<file path="config.mk">
export PLATFORM = sky130hd
export DESIGN_NAME = irq_cascade_ctrl
export DESIGN_NICKNAME = d
export VERILOG_FILES = /design/src/rtl/irq_cascade_pkg.sv /design/src/rtl/irq_regport.sv /design/src/rtl/irq_dma_latch.sv /design/src/rtl/irq_combine.sv /design/src/rtl/irq_cascade_ctrl.sv
export SDC_FILE = /design/constraint.sdc
export NUM_CORES = 1
export LEC_CHECK = 0
export BUFFER_PORTS_ARGS = -buffer_cell sky130_fd_sc_hd__buf_2
export CORE_ASPECT_RATIO = 0.8
export CORE_MARGIN = 10
export CORE_UTILIZATION = 50
export CTS_CLUSTER_DIAMETER = 150
export DETAILED_ROUTE_END_ITERATION = 8
export PLACE_DENSITY = 0.93
export SKIP_LAST_GASP = 1
export SYNTH_ARGS = -nofsm -noshare
export SYNTH_HDL_FRONTEND = slang
export SYNTH_SLANG_ARGS = --single-unit
export TNS_END_PERCENT = 1
</file>
<file path="constraint.sdc">
create_clock -name clk -period 3.25 [get_ports clk]
set_clock_uncertainty 0.2 [all_clocks]
set_input_delay 0.1625 -clock clk [delete_from_list [all_inputs] [get_ports clk]]
set_output_delay 0.1625 -clock clk [all_outputs]
set_load 0.05 [all_outputs]
</file>
<file path="src/rtl/irq_cascade_pkg.sv">
package irq_cascade_pkg;
  localparam int unsigned REG_ADDR_W = 3;
  localparam logic [REG_ADDR_W-1:0] ADDR_STATUS = 3'd0;
  localparam logic [REG_ADDR_W-1:0] ADDR_MASK   = 3'd4;

  typedef enum logic [1:0] {
    SEL_NONE   = 2'd0,
    SEL_STATUS = 2'd1,
    SEL_MASK   = 2'd2
  } reg_sel_e;

  function automatic reg_sel_e decode_sel(input logic [REG_ADDR_W-1:0] a);
    if (a == ADDR_STATUS)    return SEL_STATUS;
    else if (a == ADDR_MASK) return SEL_MASK;
    else                     return SEL_NONE;
  endfunction
endpackage

</file>
<file path="src/rtl/irq_regport.sv">
module irq_regport
  import irq_cascade_pkg::*;
#(
  parameter int unsigned NLINES = 32
) (
  input  logic                  clk,
  input  logic                  rst_n,
  input  logic [REG_ADDR_W-1:0] reg_addr,
  input  logic                  reg_wr_en,
  input  logic [NLINES-1:0]     reg_wdata,
  input  logic [NLINES-1:0]     status_vec,
  output logic [NLINES-1:0]     reg_rdata,
  output logic [NLINES-1:0]     mask_q,
  output logic                  status_wr
);
  reg_sel_e          sel;
  logic              mask_en;
  logic [NLINES-1:0] mask_d;

  always_comb begin
    sel       = decode_sel(reg_addr);
    mask_en   = reg_wr_en && (sel == SEL_MASK);
    status_wr = reg_wr_en && (sel == SEL_STATUS);
    mask_d    = mask_en ? reg_wdata : mask_q;
    unique case (sel)
      SEL_STATUS: reg_rdata = status_vec;
      SEL_MASK:   reg_rdata = mask_q;
      default:    reg_rdata = '0;
    endcase
  end

  always_ff @(posedge clk or negedge rst_n) begin
    if (!rst_n) mask_q <= '0;
    else        mask_q <= mask_d;
  end

  p_mask_load_r2: assert property (@(posedge clk) disable iff (!rst_n)
    mask_en |=> (mask_q == $past(reg_wdata)));
  p_mask_hold_r9: assert property (@(posedge clk) disable iff (!rst_n)
    (reg_wr_en && reg_addr != ADDR_MASK) |=> $stable(mask_q));
endmodule

</file>
<file path="src/rtl/irq_dma_latch.sv">
module irq_dma_latch #(
  parameter int unsigned NUM_DMA = 16
) (
  input  logic               clk,
  input  logic               rst_n,
  input  logic [NUM_DMA-1:0] evt_in,
  input  logic               clr_en,
  input  logic [NUM_DMA-1:0] keep_bits,
  output logic [NUM_DMA-1:0] evt_q
);
  logic [NUM_DMA-1:0] evt_d;

  for (genvar i = 0; i < NUM_DMA; i++) begin : g_bit
    logic hold;
    always_comb begin
      hold     = clr_en ? keep_bits[i] : 1'b1;
      evt_d[i] = evt_in[i] | (evt_q[i] & hold);
    end

    always_ff @(posedge clk or negedge rst_n) begin
      if (!rst_n) evt_q[i] <= 1'b0;
      else        evt_q[i] <= evt_d[i];
    end

    p_evt_set_r4: assert property (@(posedge clk) disable iff (!rst_n)
      evt_in[i] |=> evt_q[i]);
    p_evt_clear_r5: assert property (@(posedge clk) disable iff (!rst_n)
      (clr_en && !keep_bits[i] && !evt_in[i]) |=> !evt_q[i]);
    p_evt_keep_r5: assert property (@(posedge clk) disable iff (!rst_n)
      (evt_q[i] && !(clr_en && !keep_bits[i])) |=> evt_q[i]);
    p_evt_wins_r6: assert property (@(posedge clk) disable iff (!rst_n)
      (clr_en && !keep_bits[i] && evt_in[i]) |=> evt_q[i]);
  end
endmodule

</file>
<file path="src/rtl/irq_combine.sv">
module irq_combine #(
  parameter int unsigned NLINES    = 32,
  parameter int unsigned DMA_BASE  = 16,
  parameter logic [NLINES-1:0] INFO_MASK = 32'h20C5_0000,
  localparam int unsigned NUM_DMA = NLINES - DMA_BASE
) (
  input  logic [NLINES-1:0]  status_vec,
  input  logic [NLINES-1:0]  mask_q,
  input  logic [NUM_DMA-1:0] evt_q,
  output logic               cpu_irq,
  output logic [NUM_DMA-1:0] dma_halt
);
  always_comb cpu_irq = |(status_vec & mask_q);

  for (genvar j = 0; j < NUM_DMA; j++) begin : g_halt
    if (INFO_MASK[DMA_BASE+j]) begin : g_info
      assign dma_halt[j] = 1'b0;
    end else begin : g_err
      assign dma_halt[j] = evt_q[j];
    end
  end
endmodule

</file>
<file path="src/rtl/irq_cascade_ctrl.sv">
module irq_cascade_ctrl
  import irq_cascade_pkg::*;
#(
  parameter int unsigned NLINES    = 32,
  parameter int unsigned DMA_BASE  = 16,
  parameter logic [NLINES-1:0] INFO_MASK = 32'h20C5_0000,
  localparam int unsigned NUM_DMA = NLINES - DMA_BASE
) (
  input  logic                  clk,
  input  logic                  rst_n,
  input  logic [NLINES-1:0]     irq_in,
  input  logic [REG_ADDR_W-1:0] reg_addr,
  input  logic                  reg_wr_en,
  input  logic [NLINES-1:0]     reg_wdata,
  output logic [NLINES-1:0]     reg_rdata,
  output logic                  cpu_irq,
  output logic [NUM_DMA-1:0]    dma_halt
);
  logic [1:0]         rst_sync_q;
  logic               rst_int_n;
  logic [NLINES-1:0]  status_vec;
  logic [NLINES-1:0]  mask_q;
  logic [NUM_DMA-1:0] evt_q;
  logic               status_wr;

  always_ff @(posedge clk or negedge rst_n) begin
    if (!rst_n) rst_sync_q <= 2'b00;
    else        rst_sync_q <= {rst_sync_q[0], 1'b1};
  end
  assign rst_int_n = rst_sync_q[1];

  assign status_vec = {evt_q, irq_in[DMA_BASE-1:0]};

  irq_regport #(.NLINES(NLINES)) u_regport (
    .clk        (clk),
    .rst_n      (rst_int_n),
    .reg_addr   (reg_addr),
    .reg_wr_en  (reg_wr_en),
    .reg_wdata  (reg_wdata),
    .status_vec (status_vec),
    .reg_rdata  (reg_rdata),
    .mask_q     (mask_q),
    .status_wr  (status_wr)
  );

  irq_dma_latch #(.NUM_DMA(NUM_DMA)) u_latch (
    .clk       (clk),
    .rst_n     (rst_int_n),
    .evt_in    (irq_in[NLINES-1:DMA_BASE]),
    .clr_en    (status_wr),
    .keep_bits (reg_wdata[NLINES-1:DMA_BASE]),
    .evt_q     (evt_q)
  );

  irq_combine #(
    .NLINES    (NLINES),
    .DMA_BASE  (DMA_BASE),
    .INFO_MASK (INFO_MASK)
  ) u_combine (
    .status_vec (status_vec),
    .mask_q     (mask_q),
    .evt_q      (evt_q),
    .cpu_irq    (cpu_irq),
    .dma_halt   (dma_halt)
  );

  p_quiet_mask_r7: assert property (@(posedge clk) disable iff (!rst_int_n)
    (mask_q == '0) |-> !cpu_irq);
  p_reset_mask_r1: assert property (@(posedge clk) disable iff (!rst_n)
    $rose(rst_int_n) |-> (mask_q == '0 && evt_q == '0));

  for (genvar j = 0; j < NUM_DMA; j++) begin : g_chk
    if (!INFO_MASK[DMA_BASE+j]) begin : g_err
      p_halt_release_r8: assert property (@(posedge clk) disable iff (!rst_int_n)
        (reg_wr_en && reg_addr == ADDR_STATUS && !reg_wdata[DMA_BASE+j]
         && !irq_in[DMA_BASE+j]) |=> !dma_halt[j]);
    end else begin : g_info
      p_info_no_halt_r8: assert property (@(posedge clk) disable iff (!rst_int_n)
        irq_in[DMA_BASE+j] |=> !dma_halt[j]);
    end
  end
endmodule

</file>
== After elaboration in Yosys (flattened, before gate mapping) ==
Cells that the tools add are included.
Storage, ports and cells
  register bits after elaboration: 50
  word-level logic and storage cells: 77
  input bits: 70
  output and inout bits: 49
Cells by class
  reduce and logical (&&, ||, !) cells: 4
  equality and inequality tests: 3
  multiplexer cells: 19
  bitwise gates (word level): 33
Operator list (number)
  $pmux 32 s2: 1
  $and 32x32->32: 1
  $reduce_or 32->1: 1
  $and 1x1->1: 16
  $mux 1: 16
  $or 1x1->1: 16
  $mux 2: 2
  $eq 3x3->1 const B: 1
  $logic_not 3->1: 1
  $eq 2x1->1 const B: 1
  $eq 2x2->1 const B: 1
  $logic_and 1x1->1: 2

== Depth between registers and ports, before layout ==
  depth in word-level cells: 8
  gate-level depth with buffers: 5
  mapped depth without buffers: 3

== Cells and area by module ==
A second synthesis with hierarchy kept.
Second synthesis, totals
  cells, all modules: 233
  area, all modules: 2793.9 um2
By module, submodules not included
  irq_regport: instances 1, cells each 143, area an instance 1826.8 um2, seq. area each 800.8 um2
  irq_dma_latch: instances 1, cells each 49, area an instance 631.9 um2, seq. area each 400.4 um2
  irq_combine: instances 1, cells each 38, area an instance 281.5 um2, seq. area each 0.0 um2
  irq_cascade_ctrl: instances 1, cells each 3, area an instance 53.8 um2, seq. area each 50.0 um2

== Least setup slack after synthesis ==
Ideal clock, no wire load.
  path kind: reg-to-output
  from: register u_latch.evt_q[4]
  to: output port cpu_irq
  required time: 2.887 ns
  data arrival time: 1.424 ns
  stages on the path, launching flop included: 4
  path buffers: 0
  slack: 1.464 ns
  path through: dfrtp_1 -> a22oi_1 -> nand4_1 -> or4_1
On the way
  cells in the longest elaborated chain, start to end: 2
Ends and longest elaborated chain
  from (decl): line irq_dma_latch.sv:9  | output logic [NUM_DMA-1:0] evt_q
  from (signal, indexed assignment): line irq_dma_latch.sv:22  | else evt_q[i] <= evt_d[i];
  $and 32x32->32: line irq_combine.sv:13  | always_comb cpu_irq = |(status_vec & mask_q);
  $reduce_or 32->1: line irq_combine.sv:13
  to (decl): line irq_cascade_ctrl.sv:16  | output logic cpu_irq,
Every way passes these cells.

== Worst setup path after layout ==
  from: register u_latch.evt_q[3]
  to: output port cpu_irq
Same word-level chain as after synthesis.

==> impl_metrics.json <==
{
  "outcome": "finished, final reports clean",
  "grt_max_degree": 49,
  "grt_pass1_wl_um": 12700,
  "antenna_found_initial": 0,
  "ctsHtreeMaxLevel": 2,
  "syn_area_um2": 2460,
  "power_density_nw_per_um2": 451,
  "slew_headroom_pct": 30.3,
  "syn-instance-count": 200,
  "postRouteAntennaNets": 0,
  "hold_depth": 0,
  "cts.clk_slew.worst_paths_ps": 90,
  "rsz0062_at_grt": "false",
  "clockRootBuffer": "clkbuf_8",
  "io_buffer_count": 113,
  "die_area_um2": 8140,
  "critPathMaxFanout": 4,
  "cts_resized": 0,
  "tns_ps": 0,
  "ys_seq_area_share_pct": 50.9,
  "place_ws_ps": 1150,
  "synth_area_per_cell_um2": 12.3,
  "critPathArrivalTime_ps": 1900,
  "synthToLayoutAreaGrowth_pct": 51.9,
  "diodes": 0,
  "dr.pass1.iters": 4,
  "start_kind": "register",
  "clock_latency_ps": 300,
  "drive_above_1_share_pct": 35.1,
  "finalSetupViolCount": 0,
  "wl_per_cell_um": 19.0,
  "final.min_clock_period_ps": 2260,
  "vdd_drop_max_v": 0.000422,
  "r2r_cells": 3,
  "regToRegSetupSlack_ps": 1760,
  "yosysWarnings": 0,
  "grt_pass1_vias": 2444,
  "layout_commonest_cell": "buf_2",
  "gr-max-usage-layer": "met2",
  "cts_tree": "yes",
  "place.gp.congestion": 0.740,
  "grt_usage_pct": 19.6,
  "use_met2_pct": 36.4,
  "register_area_um2": 1250,
  "required_ps": 2890,
  "multi_input_area_um2": 1040,
  "met1_usage_pct": 21.6,
  "cts.sinks": 50,
  "setup_slack_ps": 989,
  "vias_per_cell": 5.32,
  "die_width_um": 98.4,
  "clockBufferDepth": 2,
  "drv_slew": 0,
  "die_h_um": 82.7,
  "max_freq_ghz": 0.442,
  "fin_crit_sh_pct": 69.6,
  "routed_wl_um": 8110,
  "fin_total_pwr_w": 0.00169,
  "fp.coreArea_um2": 4680,
  "cp-end-kind": "output port",
  "synth_cell_types": 19,
  "row_count": 22,
  "nNetsFinal": 436,
  "cts_made_buffers": 5,
  "fillers": 287,
  "use_met3_pct": 5.98,
  "cts_setup_buffers": 0,
  "final_cell_mix": "buf_2, dlygate4sd3_1, dfrtp_1",
  "first_iter_violations": 83,
  "max_stage_delay_ps": 520,
  "synth.ff_latch_count": 50,
  "hold_class": "reg2reg",
  "ioPinCount": 119,
  "start_util_pct": 52.6,
  "worstPathCellList": "a22oi_1 > nand4_1 > or4_1 > buf_2",
  "hold_buffers": 66,
  "worst_pin_slew_ps": 1050,
  "drv_cap": 0,
  "p_leak_nw": 1.70,
  "grt-ovfl-total": 0,
  "num_vias": 2271,
  "critical_path_class": "reg2out",
  "drc": 0,
  "finalHoldViolCount": 0,
  "crit_path_top_delay_cell": "or4_1"
}
==> worst paths after layout <==
| kind | startpoint | end |
|---|---|---|
| max | u_latch.evt_q[3]$_DFF_PN0_ | cpu_irq |
| min | rst_sync_q[0]$_DFF_PN0_ | rst_sync_q[1]$_DFF_PN0_ |
| min in group asynchronous | rst_sync_q[1]$_DFF_PN0_ | u_latch.evt_q[12]$_DFF_PN0_ |
| max in group asynchronous | rst_sync_q[1]$_DFF_PN0_ | u_regport.mask_q[17]$_DFFE_PN0P_ |
| max reg2reg | u_latch.evt_q[14]$_DFF_PN0_ | u_latch.evt_q[14]$_DFF_PN0_ |
| min reg2reg | rst_sync_q[0]$_DFF_PN0_ | rst_sync_q[1]$_DFF_PN0_ |
==> kinds of logic (layout without fill, tap and decap cells) <==
logic type,after synthesis,count (layout),share of synthesized area [%]
and+or+nand+nor,25,25,6.92
DFF,50,50,50.9
AOI/OAI and AO/OA,64,64,19.5
other,2,6,0.305
buffers and inverters,27,190,7.73
muxes,32,32,14.6
==> power breakdown <==
| group | total, W | switching [W] | internal, W |
|---|---|---|---|
| Sequential | 0.000797 | 0.0000815 | 0.000715 |
| Clock | 0.000461 | 0.000209 | 0.000251 |
| Combinational | 0.000428 | 0.000235 | 0.000193 |
| Total | 0.00169 | 0.000526 | 0.00116 |
==> worst max-delay path: cells and delay by family, from the launching register on <==
| kind | cells | cell delay, ps |
|---|---|---|
| AO/OA/AOI/OAI | 1 | 290 |
| AND/OR/NAND/NOR | 2 | 660 |
| flip-flops | 1 | 410 |
| buffers and inverters | 1 | 230 |
==> cells in the mapped netlist <==
cell type   n  share of area, %
nor3_1      1              0.20
buf_6       3               1.4
a22o_1     32                11
buf_2       2              0.41
or4_1       1              0.31
or4b_4      1              0.56
dfrtp_1    50                51
o21ai_0    15               3.1
conb_1      2              0.31
buf_4      17               5.2
nand4_1     4               1.0
nand2b_1   16               4.1
a22oi_1    16               4.9
o21ai_1     1              0.20
nor3b_2     1              0.51
clkbuf_1    5              0.76
mux2_2      2              0.92
mux2_1     30                14
and2_1      1              0.25
==> flip-flops by register name, summed over array words and instances (netlist names) <==
register / flops
rst_sync_q: 2
u_latch.evt_q: 16
u_regport.mask_q: 32
==> area by class of cell <==
cell class	count	area share, %
flip-flops and latches	50	33.5
repair buffers	182	33.4
multi-input cells	127	28.0
clock buffers	7	2.31
well taps	60	2.01
clock inverters	1	0.803
==> per-layer routing <==
layer  wire [µm]  vias up  part of all wire, %
met2        4270       93                   53
met4          98        0                  1.2
met5           0        -                    0
li1            -     1063                    -
met1        3190     1106                   39
met3         550        9                  6.8
==> per-stage QoR <==
step	area, µm²	cells	util (%)	hold WS [ps]
3_5_place_dp	2960	353	63.3	-249
5_1_grt	3740	427	79.9	181
3_3_place_gp	2960	353	63.3	-253
6_report	3740	427	79.9	174
4_1_cts	3740	427	79.9	177
2_1_floorplan	2470	204	-	-333
Note: power is estimated with default switching activity, not from simulation.
